$ cat config.mk
export PLATFORM = sky130hd
export DESIGN_NAME = mon_overlay_dec
export DESIGN_NICKNAME = d
export VERILOG_FILES = /design/src/rtl/mon_overlay_pkg.sv /design/src/rtl/mon_overlay_ctrl.sv /design/src/rtl/mon_overlay_dp.sv /design/src/rtl/mon_overlay_dec.sv
export SDC_FILE = /design/constraint.sdc
export NUM_CORES = 1
export LEC_CHECK = 0
export ABC_AREA = 1
export BUFFER_PORTS_ARGS = -buffer_cell sky130_fd_sc_hd__buf_2
export CORE_MARGIN = 3
export CORE_UTILIZATION = 31
export CTS_CLUSTER_SIZE = 40
export DETAILED_ROUTE_END_ITERATION = 8
export PLACE_DENSITY = 0.74
export SLEW_MARGIN = 20
export SYNTH_ARGS = -nofsm -noshare
export SYNTH_HDL_FRONTEND = slang
export SYNTH_SLANG_ARGS = --single-unit
$ cat constraint.sdc
create_clock -name clk -period 0.8 [get_ports clk]
set_input_delay 0.08 -clock clk [delete_from_list [all_inputs] [get_ports clk]]
set_output_delay 0.08 -clock clk [all_outputs]
set_load 0.005 [all_outputs]
$ cat src/rtl/mon_overlay_pkg.sv
package mon_overlay_pkg;

  typedef struct packed {
    logic romEn;
    logic ramEn;
    logic ramWe;
    logic dispLe;
    logic dispFromBus;
    logic kbdOe;
  } strobe_t;

endpackage

$ cat src/rtl/mon_overlay_ctrl.sv
module mon_overlay_ctrl
  import mon_overlay_pkg::*;
#(
  parameter int ADDR_W   = 8,
  parameter int ROM_AW   = 5,
  parameter int IO_W     = 3,
  parameter int PORT_BIT = 2
) (
  input  logic              clk,
  input  logic              rstN,
  input  logic [ADDR_W-1:0] addrLo,
  input  logic              memRd,
  input  logic              memWr,
  input  logic              tpb,
  input  logic [IO_W-1:0]   ioSel,
  input  logic              loadMode,
  input  logic              monSel,
  input  logic              protect,
  input  logic              stepMode,
  input  logic              ramOff,
  output strobe_t           strb
);

  localparam int HIGH_W = ADDR_W - ROM_AW;

  logic overlayHit;
  logic portSel;
  logic romSel;
  logic ramSel;

  // The ROM window is the part of the address space whose upper bits are all zero.
  assign overlayHit = (addrLo[ADDR_W-1:ROM_AW] == {HIGH_W{1'b0}});
  assign portSel    = ioSel[PORT_BIT] | loadMode;

  // The ROM is chosen only for reads, so writes in the window still reach the RAM.
  assign romSel = monSel & memRd & overlayHit;
  assign ramSel = ~ramOff & ~romSel & (memRd | memWr);

  always_comb begin
    strb.romEn       = romSel;
    strb.ramEn       = ramSel;
    strb.ramWe       = ramSel & memWr & ~protect;
    strb.dispLe      = tpb & memRd & portSel;
    strb.dispFromBus = stepMode;
    strb.kbdOe       = memRd & portSel;
  end

  p_rom_needs_read_r1: assert property (@(posedge clk) disable iff (!rstN)
    strb.romEn |-> (memRd && monSel));
  p_write_no_rom_r3: assert property (@(posedge clk) disable iff (!rstN)
    (memWr && !memRd) |-> !strb.romEn);
  p_protect_r4: assert property (@(posedge clk) disable iff (!rstN)
    protect |-> !strb.ramWe);
  p_ram_off_r5: assert property (@(posedge clk) disable iff (!rstN)
    ramOff |-> (!strb.ramEn && !strb.ramWe));
  p_excl_r10: assert property (@(posedge clk) disable iff (!rstN)
    !(strb.romEn && strb.ramEn));
  p_le_implies_kbd_r9: assert property (@(posedge clk) disable iff (!rstN)
    strb.dispLe |-> strb.kbdOe);

endmodule

$ cat src/rtl/mon_overlay_dp.sv
module mon_overlay_dp
  import mon_overlay_pkg::*;
#(
  parameter int DATA_W = 8
) (
  input  logic              clk,
  input  logic              rstN,
  input  strobe_t           strb,
  input  logic [DATA_W-1:0] busData,
  output logic [DATA_W-1:0] dispLatch,
  output logic [DATA_W-1:0] dispOut
);

  always_ff @(posedge clk or negedge rstN) begin
    if (!rstN) begin
      dispLatch <= '0;
    end else if (strb.dispLe) begin
      dispLatch <= busData;
    end
  end

  assign dispOut = strb.dispFromBus ? busData : dispLatch;

  p_latch_load_r7: assert property (@(posedge clk) disable iff (!rstN)
    strb.dispLe |=> (dispLatch == $past(busData)));
  p_latch_hold_r7: assert property (@(posedge clk) disable iff (!rstN)
    !strb.dispLe |=> $stable(dispLatch));
  p_step_bus_r8: assert property (@(posedge clk) disable iff (!rstN)
    strb.dispFromBus |-> (dispOut == busData));

endmodule

$ cat src/rtl/mon_overlay_dec.sv
module mon_overlay_dec
  import mon_overlay_pkg::*;
#(
  parameter int ADDR_W   = 8,
  parameter int ROM_AW   = 5,
  parameter int DATA_W   = 8,
  parameter int IO_W     = 3,
  parameter int PORT_BIT = 2
) (
  input  logic              clk,
  input  logic              rstN,
  input  logic [ADDR_W-1:0] addrLo,
  input  logic              memRd,
  input  logic              memWr,
  input  logic              tpb,
  input  logic [IO_W-1:0]   ioSel,
  input  logic              loadMode,
  input  logic              monSel,
  input  logic              protect,
  input  logic              stepMode,
  input  logic              ramOff,
  input  logic [DATA_W-1:0] busData,
  output logic              romEn,
  output logic              ramEn,
  output logic              ramWe,
  output logic              dispLe,
  output logic              dispFromBus,
  output logic              kbdOe,
  output logic [DATA_W-1:0] dispLatch,
  output logic [DATA_W-1:0] dispOut
);

  strobe_t strb;

  mon_overlay_ctrl #(
    .ADDR_W(ADDR_W), .ROM_AW(ROM_AW), .IO_W(IO_W), .PORT_BIT(PORT_BIT)
  ) u_ctrl (
    .clk(clk), .rstN(rstN), .addrLo(addrLo), .memRd(memRd), .memWr(memWr),
    .tpb(tpb), .ioSel(ioSel), .loadMode(loadMode), .monSel(monSel),
    .protect(protect), .stepMode(stepMode), .ramOff(ramOff), .strb(strb)
  );

  mon_overlay_dp #(.DATA_W(DATA_W)) u_dp (
    .clk(clk), .rstN(rstN), .strb(strb), .busData(busData),
    .dispLatch(dispLatch), .dispOut(dispOut)
  );

  assign romEn       = strb.romEn;
  assign ramEn       = strb.ramEn;
  assign ramWe       = strb.ramWe;
  assign dispLe      = strb.dispLe;
  assign dispFromBus = strb.dispFromBus;
  assign kbdOe       = strb.kbdOe;

endmodule

## Word-level counts from Yosys, hierarchy flattened

Index checks and enable logic that the tools add are counted.

| storage, ports and cells | value |
|---|---|
| output and inout port bits | 22 |
| register bits after elaboration | 8 |
| input port bits | 29 |

| cells by class | value |
|---|---|
| mux-type cells | 1 |
| reductions and logical operators | 1 |
| bitwise logic cells | 14 |

Operator list:

| operator | count |
|---|---|
| $and A1 B1 Y1 | 9 |
| $mux W8 | 1 |
| $logic_not A3 Y1 | 1 |
| $not A1 Y1 | 3 |
| $or A1 B1 Y1 | 2 |

## Logic depth before layout (Yosys ltp)

| logic depth | value |
|---|---|
| depth after elaboration | 7 |
| gate-level depth with buffers | 6 |

## By module

From an unflattened synthesis, not the netlist that was laid out.

| second synthesis, totals | value |
|---|---|
| cell total of the unflattened synthesis | 80 |
| area, all modules | 504.2 sq um |

By module, submodules not included:

| module | sequential area each (sq um) | cells an instance | area each (sq um) | times used |
|---|---|---|---|---|
| mon_overlay_dp | 200.2 | 60 | 410.4 | 1 |
| mon_overlay_ctrl | 0.0 | 20 | 93.8 | 1 |

## Least setup slack after synthesis

OpenSTA, ideal clock, no wires.

| timing | value |
|---|---|
| path kind | flip-flop to output port |
| start point | register u_dp.dispLatch[4] |
| end point | output port dispOut[4] |
| stages on the path, launching flop included | 2 |
| data arrival time | 0.670 ns |
| buffers on the path | 0 |
| slack | 0.050 ns |
| cell sequence | dfrtp_1 > mux2_1 |

| between the ends | value |
|---|---|
| longest elaborated chain between the ends | 1 |

RTL lines:

| element | line | RTL |
|---|---|---|
| start, declared | mon_overlay_dp.sv:10 | `output logic [DATA_W-1:0] dispLatch,` |
| start signal, assigned | mon_overlay_dp.sv:18 | `dispLatch <= busData;` |
| $mux W8 | mon_overlay_dp.sv:22 | `assign dispOut = strb.dispFromBus ? busData : dispLatch;` |
| end, declared | mon_overlay_dec.sv:30 | `output logic [DATA_W-1:0] dispOut` |

No other way between the ends.

## Worst setup path in the final report

| timing | value |
|---|---|
| start point | register u_dp.dispLatch[5] |
| end point | output port dispOut[5] |

The elaborated chain is that of the path after synthesis.

==> out/results.ini <==
[layout]
antennaDiodeCount = 0
largestRegisters = u_dp.dispLatch: 8 flops
area_growth_pct = 83.2
final_core_util_pct = 61.7
final_area_um2 = 940
n_fill_cell = 147
largest_reg_flops = 8
regMostFlops = u_dp.dispLatch
drive_gt1_share_pct = 56.9
fin_nets = 154

[timing]
final.period_utilization_pct = 139
setup_viol = 17
slew_headroom_pct = 87.2
fin_skew_ps = 0
tightest_slew_ps = 192
grt_setup_unrepaired = true
min_period_ps = 1110
hold_violations = 0
drv_slew = 0
fin_ws_ps = -311
max_freq_ghz = 0.900

[place]
hpwl_um = 1110
place.gp.congestion = 0.698
dpl-instance-area_um2 = 779
port-buffer-count = 43

[worst_setup_path]
critPathKind = register to output pin
r2r_slack_ps = -10
arrival_ps = 1030
endpoint_kind = output pin
cp_slowest_cell = dfrtp_1
start_kind = register
critPathMaxStageDelay_ps = 380
required_ps = 720
cp_max_fo = 2
critical_path.cell_chain = mux2_4 > buf_6

[route]
drt-total-wl_um = 1480
drtAntennaViolNets = 0
drt_iter0_markers = 7
vias = 592
viasPerCell = 4.26
wire_per_inst_um = 10.6
drc = 0
dr.pass1.iters = 2

[global_routing]
grt_start_max_net_pins = 11
grt_pass1_vias = 560
antenna_found_initial = 0
grt.total_usage_pct = 14.9
grt_overflow = 0
grt_pass1_wl_um = 2260

[power_and_ir_drop]
powerDensity_nw_per_um2 = 1540
clockPowerShare_pct = 21.5
vdd_drop_max_v = 0.000820
switching_share_pct = 29.1
power.leakage_nw = 0.562
p_comb_share_pct = 43.3
power_switching_mw = 0.422
power_frac_seq_pct = 35.2
p_total_mw = 1.45
cell_internal_pwr_mw = 1.03

[outcome]
status = finished with violations
violations = setup timing

[synthesis]
synthFlopType = dfrtp_1
syn_inst = 68
synth_commonest_cells = nand2_1 (19), nor2_1 (10), dfrtp_1 (8), inv_1 (8)
synth_top_area_share_pct = 39.0
post-synth-top-count-cell = nand2_1
ys_warn_count = 0
syn-num-nets = 97
syn-mean-instance-area_um2 = 7.54
ys_seq_area_share_pct = 39.0
synthTopCellsByArea = dfrtp_1 (39%), nand2_1 (14%), o21ai_2 (8.5%)
synth.cell_area_um2 = 513
synth-edff-count = 0
ys_ff_latch = 8
yosys.cell_types.count = 13
synth.largest_area_cell = dfrtp_1
async_reset_ff_share_pct = 100

[floorplan]
start_util_pct = 33.7
core-area_um2 = 1520
ios = 51
dieWidth_um = 46.7
die_h_um = 46.7
dieArea_um2 = 2180
num_rows = 14

[clock_network]
clockBufferDepth = 2
clock_sinks = 8
clk_latency_ps = 250
cts_root_buf = clkbuf_4
cts_tree = done
htree_levels = 1
path_clk_slew_ps = 50
cts-buffers-inserted = 3

[worst_hold_path]
hold_path.class = input pin to register

[job]
maxCapViolCount = 0

[placed cells by master (no fill, tap or decap)]
cell type,instances
clkinvlp_4,1
buf_12,1
o21ai_2,5
inv_2,1
mux2_4,3
dlygate4sd3_1,1
buf_4,4
a21oi_1,5
nand2_2,1
nand2_4,2
dfrtp_1,8
nand2_1,18
buf_2,35
clkinv_1,2
buf_6,14
inv_1,8
clkbuf_4,3
nor2_1,10
o21a_1,1
[logic make-up after synthesis]
kind of cell           count (synthesis)  synth area share, %
DFF                                    8                 39.0
buffers and inverters                 15                 13.9
and+or+nand+nor                       31                 25.6
muxes                                  3                 6.58
AOI/OAI and AO/OA                     11                 14.9
[power groups by stage]
stage	Clock (mW)	Combinational (mW)	Sequential [mW]
4_1_cts	0.331	0.597	0.505
3_3_place_gp	0	0.432	0.510
3_5_place_dp	0	0.442	0.509
5_1_grt	0.349	0.684	0.517
2_1_floorplan	0	0.185	0.521
6_report	0.311	0.627	0.510
[cell type report]
type / count / area (µm²) / area share, %
Sequential cell: 8 / 200 / 21.3
Multi-Input combinational cell: 45 / 255 / 27.2
Tap cell: 16 / 20.0 / 2.13
Inverter: 12 / 48.8 / 5.19
Clock buffer: 3 / 22.5 / 2.40
Timing Repair Buffer: 55 / 393 / 41.8
[stage by stage]
step / hold WS (ps) / std cells / setup slack, ps / TNS, ps
final: 46.6 / 139 / -311 / -2810
after global routing: 45.3 / 139 / -342 / -3570
after CTS: 36.3 / 138 / -306 / -3010
after detailed placement: -64.1 / 130 / -29.5 / -78.3
after global placement: -68.1 / 130 / -30.3 / -78.8
after floorplan: -216 / 68 / 49.7 / 0
[routing by layer]
| metal | global-route usage, % | wire length, µm | vias up |
|---|---|---|---|
| met4 | 6.63 | 0 | 0 |
| met3 | 5.47 | 123 | 0 |
| li1 | - | - | 317 |
| met2 | 25.5 | 741 | 21 |
| met1 | 16.2 | 613 | 254 |
| met5 | 0 | 0 | - |
[final timing paths]
path                                    from                 to  depth (start not counted)
min reg2reg                u_dp.dispLatch[3]  u_dp.dispLatch[3]                          2
max reg2reg                u_dp.dispLatch[2]  u_dp.dispLatch[2]                          4
max                        u_dp.dispLatch[5]         dispOut[5]                          2
max in group asynchronous               rstN  u_dp.dispLatch[3]                          2
min                               busData[6]  u_dp.dispLatch[6]                          3
min in group asynchronous               rstN  u_dp.dispLatch[1]                          2
[critical path, delay by kind of cell, from the launching register on]
| kind | cells | cell delay (ps) |
|---|---|---|
| flip-flops | 1 | 380 |
| multiplexers | 1 | 280 |
| buffers and inverters | 1 | 120 |
[timing repair]
item | 4_1_cts | 5_1_grt
hold buffers | 1 | 0
pin swaps | 5 | 3
cloned | 0 | 0
setup endpoints to repair | 16 | 18
resized for setup | 14 | 6
hold endpoints to repair | 8 | 0
buffers inserted | 4 | 2
(Power assumes the default switching activity.)
